`src/rtl/pcmac_pkg.sv`:
```
package pcmac_pkg;

  // comparator slots, one per address that is matched against a range
  typedef enum int unsigned {
    CMP_PC_TXT   = 0,
    CMP_PREV_TXT = 1,
    CMP_ADDR_DAT = 2
  } cmp_slot_e;

  localparam int unsigned N_CMP = 3;

  typedef struct packed {
    logic dat_breach;
    logic entry_breach;
  } rule_hits_t;

endpackage

```
`src/rtl/pcmac_range_cmp.sv`:
```
module pcmac_range_cmp #(
  parameter int unsigned AW = 16
) (
  input  logic [AW-1:0] addr_i,
  input  logic [AW-1:0] lo_i,
  input  logic [AW-1:0] hi_i,
  output logic          hit_o
);
  // start inclusive, end exclusive
  always_comb hit_o = (addr_i >= lo_i) && (addr_i < hi_i);
endmodule

```
`src/rtl/pcmac_layout_regs.sv`:
```
module pcmac_layout_regs #(
  parameter int unsigned AW = 16
) (
  input  logic          clk_i,
  input  logic          rst_ni,
  input  logic          load_i,
  input  logic          clear_i,
  input  logic [AW-1:0] txt_lo_i,
  input  logic [AW-1:0] txt_hi_i,
  input  logic [AW-1:0] dat_lo_i,
  input  logic [AW-1:0] dat_hi_i,
  output logic [AW-1:0] txt_lo_o,
  output logic [AW-1:0] txt_hi_o,
  output logic [AW-1:0] dat_lo_o,
  output logic [AW-1:0] dat_hi_o,
  output logic          en_o
);
  always_ff @(posedge clk_i or negedge rst_ni) begin
    if (!rst_ni) begin
      txt_lo_o <= '0;
      txt_hi_o <= '0;
      dat_lo_o <= '0;
      dat_hi_o <= '0;
      en_o     <= 1'b0;
    end else if (load_i) begin
      // load takes priority over a coincident clear
      txt_lo_o <= txt_lo_i;
      txt_hi_o <= txt_hi_i;
      dat_lo_o <= dat_lo_i;
      dat_hi_o <= dat_hi_i;
      en_o     <= 1'b1;
    end else if (clear_i) begin
      en_o     <= 1'b0;
    end
  end
endmodule

```
`src/rtl/pcmac_rule_eval.sv`:
```
module pcmac_rule_eval
  import pcmac_pkg::*;
(
  input  logic       en_i,
  input  logic       pc_in_txt_i,
  input  logic       prev_in_txt_i,
  input  logic       pc_at_entry_i,
  input  logic       addr_in_dat_i,
  input  logic       mem_en_i,
  output rule_hits_t hits_o,
  output logic       violation_o
);
  always_comb begin
    hits_o.dat_breach   = mem_en_i && addr_in_dat_i && !pc_in_txt_i;
    hits_o.entry_breach = pc_in_txt_i && !prev_in_txt_i && !pc_at_entry_i;
    violation_o         = en_i && (hits_o.dat_breach || hits_o.entry_breach);
  end
endmodule

```
`src/rtl/pcmac_top.sv`:
```
module pcmac_top
  import pcmac_pkg::*;
#(
  parameter int unsigned AW = 16
) (
  input  logic          clk_i,
  input  logic          rst_ni,
  input  logic          load_i,
  input  logic          clear_i,
  input  logic [AW-1:0] txt_lo_i,
  input  logic [AW-1:0] txt_hi_i,
  input  logic [AW-1:0] dat_lo_i,
  input  logic [AW-1:0] dat_hi_i,
  input  logic [AW-1:0] pc_i,
  input  logic [AW-1:0] pc_prev_i,
  input  logic [AW-1:0] mem_addr_i,
  input  logic          mem_en_i,
  output logic          violation_o
);
  logic [AW-1:0] txt_lo_q, txt_hi_q, dat_lo_q, dat_hi_q;
  logic          en_q;

  pcmac_layout_regs #(.AW(AW)) u_regs (
    .clk_i    (clk_i),
    .rst_ni   (rst_ni),
    .load_i   (load_i),
    .clear_i  (clear_i),
    .txt_lo_i (txt_lo_i),
    .txt_hi_i (txt_hi_i),
    .dat_lo_i (dat_lo_i),
    .dat_hi_i (dat_hi_i),
    .txt_lo_o (txt_lo_q),
    .txt_hi_o (txt_hi_q),
    .dat_lo_o (dat_lo_q),
    .dat_hi_o (dat_hi_q),
    .en_o     (en_q)
  );

  logic [AW-1:0] cmp_addr [N_CMP];
  logic [AW-1:0] cmp_lo   [N_CMP];
  logic [AW-1:0] cmp_hi   [N_CMP];
  logic [N_CMP-1:0] cmp_hit;

  always_comb begin
    cmp_addr[CMP_PC_TXT]   = pc_i;
    cmp_lo[CMP_PC_TXT]     = txt_lo_q;
    cmp_hi[CMP_PC_TXT]     = txt_hi_q;
    cmp_addr[CMP_PREV_TXT] = pc_prev_i;
    cmp_lo[CMP_PREV_TXT]   = txt_lo_q;
    cmp_hi[CMP_PREV_TXT]   = txt_hi_q;
    cmp_addr[CMP_ADDR_DAT] = mem_addr_i;
    cmp_lo[CMP_ADDR_DAT]   = dat_lo_q;
    cmp_hi[CMP_ADDR_DAT]   = dat_hi_q;
  end

  for (genvar g = 0; g < N_CMP; g++) begin : g_cmp
    pcmac_range_cmp #(.AW(AW)) u_cmp (
      .addr_i (cmp_addr[g]),
      .lo_i   (cmp_lo[g]),
      .hi_i   (cmp_hi[g]),
      .hit_o  (cmp_hit[g])
    );
  end

  logic       pc_at_entry;
  rule_hits_t hits;

  always_comb pc_at_entry = (pc_i == txt_lo_q);

  pcmac_rule_eval u_eval (
    .en_i          (en_q),
    .pc_in_txt_i   (cmp_hit[CMP_PC_TXT]),
    .prev_in_txt_i (cmp_hit[CMP_PREV_TXT]),
    .pc_at_entry_i (pc_at_entry),
    .addr_in_dat_i (cmp_hit[CMP_ADDR_DAT]),
    .mem_en_i      (mem_en_i),
    .hits_o        (hits),
    .violation_o   (violation_o)
  );
endmodule

```
`config.mk`:
```
export PLATFORM = sky130hd
export DESIGN_NAME = pcmac_top
export DESIGN_NICKNAME = d
export VERILOG_FILES = /design/src/rtl/pcmac_pkg.sv /design/src/rtl/pcmac_range_cmp.sv /design/src/rtl/pcmac_layout_regs.sv /design/src/rtl/pcmac_rule_eval.sv /design/src/rtl/pcmac_top.sv
export SDC_FILE = /design/constraint.sdc
export NUM_CORES = 1
export LEC_CHECK = 0
export BUFFER_PORTS_ARGS = -buffer_cell sky130_fd_sc_hd__buf_4
export CORE_ASPECT_RATIO = 0.75
export CORE_MARGIN = 4
export CORE_UTILIZATION = 45
export CTS_CLUSTER_SIZE = 25
export DETAILED_ROUTE_END_ITERATION = 6
export PLACE_DENSITY = 0.74
export SLEW_MARGIN = 0
export SYNTH_ARGS = -nofsm -noshare
export SYNTH_HDL_FRONTEND = slang
export SYNTH_SLANG_ARGS = --single-unit
export TNS_END_PERCENT = 100
```
`constraint.sdc`:
```
create_clock -name clk_i -period 3.1 [get_ports clk_i]
set_input_delay 0.31 -clock clk_i [delete_from_list [all_inputs] [get_ports clk_i]]
set_output_delay 0.31 -clock clk_i [all_outputs]
set_load 0.01 [all_outputs]
```
==> results of run 1 <==
-- registers in the layout, indices dropped and copies added (netlist names) --
name             cells
u_regs.dat_hi_o     16
u_regs.txt_lo_o     16
u_regs.en_o          1
u_regs.dat_lo_o     16
u_regs.txt_hi_o     16
-- how the worst max path moves through the flow --
stage | from | endpoint | slack (ns) | cells past startpoint
finish | u_regs.txt_lo_o[7] | violation_o | 0.15 | 9
global route | u_regs.txt_lo_o[9] | violation_o | 0.01 | 9
CTS | u_regs.txt_lo_o[7] | violation_o | 0.14 | 9
detailed placement | pc_prev_i[7] | violation_o | 0.43 | 9
global placement | pc_prev_i[7] | violation_o | 0.48 | 9
floorplan | u_regs.txt_lo_o[9] | violation_o | 0.73 | 8
-- cells by family after synthesis --
kind of cell    after synthesis
buf+inv                      82
compound gates              137
mux                           4
fa+ha+maj                    93
flops                        65
simple gates                120
-- Yosys cell counts (all sizes together) (6+ instances only) --
master  count  area share [%]
ha         93              26
a21oi      28             3.1
clkbuf     14             1.2
inv        68             5.7
nand4       9             1.3
a21o       10             1.7
nand2      77             6.4
o21ai      74             8.3
nor3        6            0.67
dfrtp      65              36
-- through the flow --
stage                     instances  total power [W]  area (µm²)
after CTS                       754          0.00262        5790
after global routing            754          0.00276        5790
after global placement          738          0.00157        5490
final                           754          0.00259        5790
after floorplan                 501          0.00132        4490
after detailed placement        738          0.00160        5490
-- metal layers --
| layer | vias to the layer above | share of wire, % | track usage (%) |
|---|---|---|---|
| met3 | 18 | 5.4 | 4.19 |
| li1 | 1976 | - | - |
| met4 | 0 | 1.6 | 5.71 |
| met2 | 91 | 46 | 34.7 |
| met1 | 1830 | 47 | 28.9 |
| met5 | - | 0 | 0 |
-- power by group through the flow --
stage               Clock [W]  Combinational (W)  Sequential [W]
floorplan                   0           0.000364        0.000955
finish                0.00101           0.000640        0.000946
global route          0.00107           0.000741        0.000954
global placement            0           0.000607        0.000959
detailed placement          0           0.000637        0.000962
CTS                   0.00102           0.000645        0.000947
-- area by class of cell --
class,count,area (µm²)
fill,854,3910
multi-input combinational,354,2550
sequential,65,1630
timing repair buffer,119,893
inverter,68,255
clock buffer,9,225
tap,132,165
clock inverter,7,71.3
==> flow_metrics.py, run 1 <==
metrics = {
    "run_status": {
        "status": "complete, no violations",
    },
    "clock_tree": {
        "clkLatencyLatePin_ns": 0.33,
        "htree_levels": 3,
        "clock_tree.root_cell": "clkbuf_16",
        "cts.sinks": 65,
        "cts.path.max_buffers": 2,
        "cts-buffers-inserted": 9,
        "cts-hold-fix-buffers": 0,
        "cts_resized": 0,
        "post_cts_buffers": 0,
        "cts.clk_slew.worst_paths_ns": 0.06,
        "cts_tree": "yes",
    },
    "drt": {
        "totalWireLength_mm": 11.8,
        "drcViolationCount": 0,
        "drt_iter0_drc": 176,
        "vias": 3915,
        "firstDrtPassIters": 4,
        "wl_per_cell_um": 15.6,
        "drtAntennaViolNets": 0,
        "post_drt_via_cell_ratio": 5.19,
    },
    "synthesis": {
        "synth-edff-count": 0,
        "synth_seq_cells": 65,
        "synth_compound_area_share_pct": 17.7,
        "synth_adder_area_share_pct": 25.9,
        "syn_nets": 711,
        "synthArstFlopShare_pct": 100,
        "syn_area_mm2": 0.00449,
        "synth_cell_types": 36,
        "netlist_instances": 501,
        "synth_top_family_by_area": "adder cells",
        "ys.flop_type": "dfrtp_1",
        "synth.avg_cell_area_um2": 8.96,
        "muxShareOfSynthArea_pct": 1.00,
        "ys_warn_count": 0,
        "synth_xor_area_share_pct": 0,
        "yosys.area_share.simple_pct": 12.2,
        "yosysSeqAreaShare_pct": 36.3,
    },
    "timing": {
        "period_minus_slack_ns": 2.95,
        "finalClockSkew_ns": 0,
        "rsz0062_at_grt": "no",
        "slew_viol_final": 0,
        "hold_ws_ns": 0.0846,
        "tightest_slew_ns": 0.838,
        "max_freq_mhz": 339,
        "relSlewSlack_pct": 44.1,
        "fin_ws_ns": 0.151,
        "hold_violations": 0,
        "tns_ns": 0,
        "finalCritPeriodShare_pct": 95.1,
        "setup_viol": 0,
    },
    "power": {
        "p_seq_share_pct": 36.5,
        "p_leak_nw": 3.02,
        "ir_drop_mv": 0.237,
        "switching_power_w": 0.000751,
        "combPwrFrac_pct": 24.7,
        "power_frac_clock_pct": 38.9,
        "power_density_mw_per_mm2": 448,
        "p_int_w": 0.00184,
        "swShare_pct": 29.0,
    },
    "setup_path": {
        "r2r-start": "u_regs.txt_hi_o[0]",
        "worstPathRequired_ns": 2.79,
        "criticalPathCategory": "flop to output port",
        "cp.arrival_ns": 2.64,
        "cp_max_fo": 3,
        "reg2reg_slack_ns": 2.31,
        "critPathMostFrequentCell": "and3_1",
        "crit_chain": "inv_1 > ha_1 > and3_1 > and3_1 > o31a_1 > or4_1 > and3_4 > o32ai_2 > buf_4",
        "cpPeakStageDelay_ns": 0.52,
        "crit_family": "simple AND/OR/NAND/NOR gates",
        "worst-r2r-cell-count": 1,
        "r2r-end": "u_regs.txt_hi_o[0]",
        "path_buf_inv": 2,
        "critPathSlowestCell": "or4_1",
        "end_kind": "output port",
        "cp-start-kind": "flop",
    },
    "layout": {
        "final_cell_mix": "119 x buf_4, 93 x ha_1, 77 x nand2_1",
        "areaGrowthSynthToFinish_pct": 29.0,
        "diodes": 0,
        "fin_util_pct": 59.7,
        "final_common_cell": "buf_4",
        "fin_nets": 827,
        "post_route_cells_drive_above_1_share_pct": 22.7,
    },
    "run": {
        "max_cap_viol_count": 0,
    },
    "floorplan": {
        "core.rowCount": 31,
        "coreArea_mm2": 0.00970,
        "initial_core_util_pct": 46.3,
        "die_h_um": 94.5,
        "design.die.area_mm2": 0.0116,
        "io_pins": 118,
        "dieWidth_um": 123,
    },
    "worst_hold_path": {
        "min_path_type": "input port to asynchronous set/reset pin",
    },
    "global_route": {
        "grt_antenna_before_repair": 0,
        "grt_pass1_vias": 4081,
        "overflow": 0,
        "grt_pass1_wl_mm": 19.4,
        "grt_use_total_pct": 21.2,
        "grt_max_degree": 68,
    },
    "placement": {
        "port-buffer-count": 117,
        "gp_congestion": 0.859,
        "place_ws_ns": 0.433,
        "dp_hpwl_mm": 9.63,
    },
}
No activity file was read; power rests on OpenSTA's default activity.
==> run 2: changes to the inputs <==
--- a/config.mk
+++ b/config.mk
@@ -5,13 +5,14 @@
 export SDC_FILE = /design/constraint.sdc
 export NUM_CORES = 1
 export LEC_CHECK = 0
-export BUFFER_PORTS_ARGS = -buffer_cell sky130_fd_sc_hd__buf_4
+export ABC_AREA = 1
 export CORE_ASPECT_RATIO = 0.75
 export CORE_MARGIN = 4
 export CORE_UTILIZATION = 45
 export CTS_CLUSTER_SIZE = 25
 export DETAILED_ROUTE_END_ITERATION = 6
-export PLACE_DENSITY = 0.74
+export DONT_BUFFER_PORTS = 1
+export PLACE_DENSITY = 0.64
 export SLEW_MARGIN = 0
 export SYNTH_ARGS = -nofsm -noshare
 export SYNTH_HDL_FRONTEND = slang
==> constraint.sdc (replaced) <==
create_clock -name clk_i -period 3.1 [get_ports clk_i]
set_input_delay 0.31 -clock clk_i [delete_from_list [all_inputs] [get_ports clk_i]]
set_output_delay 0.31 -clock clk_i [all_outputs]
set_load 0.1 [all_outputs]
==> run 2 against run 1 <==
Clock skew stayed put; worst hold slack better by 0.0021 ns; clock power is 11% higher; via count is 5.2% lower; final cell count is 2.4% lower; flip-flop and latch count stayed put; first-iteration DRC count is 26% lower; critical path depth stayed put; largest power group unchanged.
==> flow_metrics.py, run 2 <==
metrics = {
    "run_status": {
        "status": "complete, no violations",
    },
    "layout": {
        "design_area_mm2": 0.00517,
        "areaGrowthSynthToFinish_pct": 10.2,
        "final_cell_mix": "161 x nand2_1, 95 x inv_1, 93 x ha_1",
        "final_cells": 736,
        "final_common_cell": "nand2_1",
        "diodes": 0,
        "post_route_cells_drive_above_1_share_pct": 4.64,
        "fin_nets": 809,
    },
    "timing": {
        "hold_ws_ns": 0.0867,
        "slew_viol_final": 0,
        "setup_viol": 0,
        "rsz0062_at_grt": "no",
        "tns_ns": 0,
        "period_minus_slack_ns": 2.62,
        "tightest_slew_ns": 0.362,
        "max_freq_mhz": 382,
        "relSlewSlack_pct": 75.9,
        "finalClockSkew_ns": 0,
        "finalCritPeriodShare_pct": 84.4,
        "hold_violations": 0,
    },
    "setup_path": {
        "reg2reg_slack_ns": 2.41,
        "worst-r2r-cell-count": 2,
        "cp-start-kind": "flop",
        "r2r-start": "u_regs.txt_lo_o[10]",
        "criticalPathCategory": "flop to output port",
        "cp.arrival_ns": 2.31,
        "end_kind": "output port",
        "startpoint": "u_regs.dat_lo_o[15]",
        "cp_max_fo": 3,
        "r2r-end": "u_regs.txt_lo_o[10]",
        "worstPathRequired_ns": 2.79,
    },
    "drt": {
        "drcViolationCount": 0,
        "totalWireLength_mm": 11.0,
        "drt_iter0_drc": 131,
        "post_drt_via_cell_ratio": 5.04,
        "firstDrtPassIters": 4,
        "vias": 3712,
        "wl_per_cell_um": 14.9,
        "drtAntennaViolNets": 0,
    },
    "power": {
        "total_power_w": 0.00260,
        "ir_drop_mv": 0.343,
        "p_leak_nw": 2.79,
        "power_density_mw_per_mm2": 504,
    },
    "synthesis": {
        "synth_most_common_cell": "nand2_1",
        "ys.flop_type": "dfrtp_1",
        "yosysSeqAreaShare_pct": 34.7,
        "netlist_instances": 599,
        "syn_nets": 809,
        "syn_area_mm2": 0.00469,
        "synth.avg_cell_area_um2": 7.83,
        "synthArstFlopShare_pct": 100,
        "synth_top_cell_area_share_pct": 34.7,
        "ys_top_cells_by_count": "161 x nand2_1, 95 x inv_1, 93 x ha_1",
        "synth_seq_cells": 65,
        "yosys.area.top_type": "dfrtp_1",
        "netlist_top_cells_area": "dfrtp_1 35%, ha_1 25%, nand2_1 13%, inv_1 7.6%, o21ai_0 7.2%",
        "synth_cell_types": 28,
        "ys_warn_count": 0,
        "synth-edff-count": 0,
    },
    "global_route": {
        "grt_max_degree": 128,
        "grt_pass1_wl_mm": 18.0,
        "grt_antenna_before_repair": 0,
        "grt_use_total_pct": 18.9,
        "overflow": 0,
        "grt_pass1_vias": 3613,
    },
    "worst_hold_path": {
        "hold_depth": 1,
        "hold_end": "u_regs.en_o",
        "min_path_type": "input port to flop",
        "min_from": "clear_i",
    },
    "floorplan": {
        "io_pins": 118,
        "die_h_um": 96.4,
        "core.rowCount": 31,
        "design.die.area_mm2": 0.0121,
        "coreArea_mm2": 0.00989,
        "initial_core_util_pct": 47.4,
        "dieWidth_um": 126,
    },
    "placement": {
        "dp_hpwl_mm": 8.75,
        "port-buffer-count": 0,
        "gp_congestion": 0.848,
        "placedCellCount": 718,
        "placed_cell_area_mm2": 0.00480,
    },
    "run": {
        "max_cap_viol_count": 0,
    },
    "clock_tree": {
        "cts.sinks": 65,
        "post_cts_buffers": 0,
        "cts-buffers-inserted": 9,
        "clock_tree.root_cell": "clkbuf_16",
        "cts_tree": "yes",
        "clkLatencyLatePin_ns": 0.33,
        "cts.path.max_buffers": 2,
        "cts.clk_slew.worst_paths_ns": 0.06,
        "htree_levels": 3,
    },
}
-- run 2: cell types whose count changed in the layout (fill, tap and decap cells not counted), sizes merged, moves of 3 or more --
cell	delta
mux2	-4
nand2b	-5
o21ai	-4
buf	-117
a211oi	-4
and3	-5
a21o	-8
nand2	+85
and4	-3
a31oi	-3
nand3	+7
inv	+31
nor2	+23
a21oi	+6
-- run 2: routing by layer --
metal	vias up	global-route usage, %	wire length [µm]
met5	-	0	0
met4	0	4.11	68
met3	7	8.30	1030
met2	91	29.3	4680
met1	1669	24.8	5180
li1	1945	-	-
-- run 2: critical path, cell delays in order, from the launching register on --
cell and delay [ns]:
dfrtp_1 0.32, inv_1 0.05, ha_1 0.31, nand4_1 0.12, nor3_1 0.30, a21oi_1 0.12
nor2_1 0.19, nand2_1 0.11, a21oi_2 0.15, buf_4 0.30
-- run 2: logic make-up (layout without fill, tap and decap cells) --
kind of cell | Yosys count | after routing | synth area share [%]
compound gates | 110 | 110 | 12.1
simple gates | 219 | 219 | 19.2
fa+ha+maj | 93 | 93 | 24.8
buf+inv | 112 | 117 | 9.10
flops | 65 | 65 | 34.7
-- run 2: worst max-delay path by stage --
| stage | to |
|---|---|
| final | violation_o |
| after detailed placement | violation_o |
| after floorplan | violation_o |
| after global placement | violation_o |
| after CTS | violation_o |
| after global routing | violation_o |
-- run 2: stage by stage --
step / util (%) / setup WS, ns
CTS: 52.3 / 0.495
global route: 52.3 / 0.256
finish: 52.3 / 0.484
floorplan: - / 0.627
global placement: 48.6 / 0.825
detailed placement: 48.6 / 0.875
-- run 2: power by group --
group	total [W]	switching [W]	internal [W]
Combinational	0.000537	0.000326	0.000211
Sequential	0.000943	0.0000200	0.000923
Clock	0.00112	0.000394	0.000728
-- run 2: layout make-up --
type                       count  area [µm²]
fill                         952        4720
multi-input combinational    422        2640
sequential                    65        1630
inverter                      98         368
clock buffer                  10         239
tap                          132         165
clock inverter                 6        90.1
timing repair buffer           3        45.0
-- run 2: timing repair --
item                      4_1_cts  5_1_grt
hold endpoints to repair       65        0
gates resized for setup         0        0
hold buffers                    2        0
==> run 3: changes to the inputs <==
==> constraint.sdc (replaced) <==
create_clock -name clk_i -period 2.7 [get_ports clk_i]
set_input_delay 0.27 -clock clk_i [delete_from_list [all_inputs] [get_ports clk_i]]
set_output_delay 0.27 -clock clk_i [all_outputs]
set_load 0.1 [all_outputs]
==> run 3 against run 2 <==
Final cell count unchanged; routed wire length grew 0.50%; combinational power is 14% higher; sequential power grew 15%; first-iteration DRC count grew 32%; global-route usage is 0.17 points lower; clock-buffer cell count did not move; non-clock buffer count did not move; highest routed layer unchanged.
==> flow_metrics.py, run 3 (synthesis results as in run 2) <==
metrics = {
    "timing": {
        "tightest_slew_ns": 0.327,
        "max_freq_mhz": 400,
        "relSlewSlack_pct": 78.0,
        "setup_viol": 0,
        "finalCritPeriodShare_pct": 92.5,
        "period_minus_slack_ns": 2.50,
        "rsz0062_at_grt": "no",
        "finalClockSkew_ns": 0,
        "slew_viol_final": 0,
        "tns_ns": 0,
        "fin_ws_ns": 0.203,
        "hold_violations": 0,
    },
    "placement": {
        "placedCellCount": 718,
        "dp_hpwl_mm": 8.75,
        "port-buffer-count": 0,
        "place_ws_ns": 0.536,
        "gp_congestion": 0.848,
        "placed_cell_area_mm2": 0.00480,
    },
    "power": {
        "power_density_mw_per_mm2": 609,
        "p_leak_nw": 2.81,
        "ir_drop_mv": 0.354,
    },
    "floorplan": {
        "coreArea_mm2": 0.00989,
        "io_pins": 118,
        "core.rowCount": 31,
        "initial_core_util_pct": 47.4,
        "design.die.area_mm2": 0.0121,
        "dieWidth_um": 126,
        "die_h_um": 96.4,
    },
    "clock_tree": {
        "clock_tree.root_cell": "clkbuf_16",
        "cts_resized": 0,
        "cts.sinks": 65,
        "cts_tree": "yes",
        "post_cts_buffers": 0,
        "cts-buffers-inserted": 9,
        "cts.path.max_buffers": 2,
        "htree_levels": 3,
        "cts.clk_slew.worst_paths_ns": 0.06,
        "cts-hold-fix-buffers": 2,
        "clkLatencyLatePin_ns": 0.33,
    },
    "layout": {
        "final_cell_mix": "161 x nand2_1, 95 x inv_1, 93 x ha_1",
        "final_common_cell": "nand2_1",
        "fill_cells": 946,
        "areaGrowthSynthToFinish_pct": 11.3,
        "design_area_mm2": 0.00522,
        "diodes": 0,
        "register_area_mm2": 0.00163,
        "final_cells": 736,
        "post_route_cells_drive_above_1_share_pct": 4.64,
        "multi_input_area_mm2": 0.00264,
        "fin_nets": 809,
    },
    "drt": {
        "drt_iter0_drc": 173,
        "firstDrtPassIters": 4,
        "wl_per_cell_um": 15.0,
        "post_drt_via_cell_ratio": 4.96,
        "drcViolationCount": 0,
        "totalWireLength_mm": 11.0,
        "drtAntennaViolNets": 0,
        "vias": 3648,
    },
    "global_route": {
        "grt_use_total_pct": 18.8,
        "overflow": 0,
        "grt_antenna_before_repair": 0,
        "grt_pass1_vias": 3510,
        "grt_max_degree": 128,
        "grt_pass1_wl_mm": 18.0,
    },
    "setup_path": {
        "end_kind": "output port",
        "criticalPathCategory": "flop to output port",
        "r2r-start": "u_regs.txt_lo_o[8]",
        "cp_max_fo": 3,
        "reg2reg_slack_ns": 1.99,
        "worst-r2r-cell-count": 2,
        "cp.arrival_ns": 2.23,
        "r2r-end": "u_regs.txt_lo_o[8]",
        "worstPathRequired_ns": 2.43,
        "cp-start-kind": "flop",
    },
    "worst_hold_path": {
        "hold_end": "u_regs.en_o",
        "min_path_type": "input port to flop",
        "min_from": "clear_i",
        "hold_depth": 1,
    },
    "run": {
        "max_cap_viol_count": 0,
    },
    "run_status": {
        "status": "complete, no violations",
    },
}
[run 3: changes by cell type in the layout (fill, tap and decap cells not counted), sizes merged]
cell,delta
bufinv,+2
clkinv,-1
clkinvlp,-1
[run 3: power breakdown]
group	internal (W)	switching, W	leakage, nW
logic	0.000242	0.000372	1.84
registers	0.00106	0.0000235	0.788
clock network	0.00103	0.000452	0.183
total	0.00233	0.000848	2.81
[run 3: layer usage]
layer	global-route usage [%]	wire length, µm	part of all wire [%]	vias to the layer above
li1	-	-	-	1935
met2	26.8	4550	41	85
met5	0	0	0	-
met4	4.46	104	0.94	0
met1	26.8	5500	50	1621
met3	7.25	867	7.9	7
[run 3: worst max path at each step]
stage                                   start           to  slack (ns)  cells past startpoint
after CTS                  u_regs.dat_hi_o[5]  violation_o        0.17                     12
after floorplan            u_regs.txt_hi_o[9]  violation_o        0.27                     11
after global placement    u_regs.dat_lo_o[15]  violation_o        0.48                      9
after detailed placement   u_regs.dat_hi_o[5]  violation_o        0.54                     12
final                     u_regs.txt_lo_o[15]  violation_o        0.20                     12
after global routing      u_regs.txt_lo_o[15]  violation_o        0.02                     12
[run 3: cell type report]
type	count	area share (%)
well taps	132	3.17
multi-input cells	422	50.5
inverters	98	7.05
flip-flops and latches	65	31.2
clock buffers	10	4.58
repair buffers	3	0.864
clock inverters	6	2.64
[run 3: worst max-delay path, cell delays in order (launching register included)]
cell	delay, ns
dfrtp_1	0.36
inv_1	0.11
ha_1	0.25
nand2_1	0.08
inv_2	0.04
a22oi_1	0.21
nand2_1	0.08
nor2_1	0.09
nand3_1	0.08
nand3_1	0.08
nand2_1	0.07
a21oi_2	0.14
buf_4	0.30
[run 3: metrics by stage]
stage / utilization, % / total power, W / hold WS [ns]
after floorplan: - / 0.00158 / -0.0256
final: 52.7 / 0.00318 / 0.0474
after CTS: 52.7 / 0.00321 / 0.0356
after global routing: 52.7 / 0.00338 / 0.0320
after detailed placement: 48.6 / 0.00169 / -0.0240
after global placement: 48.6 / 0.00166 / -0.0238
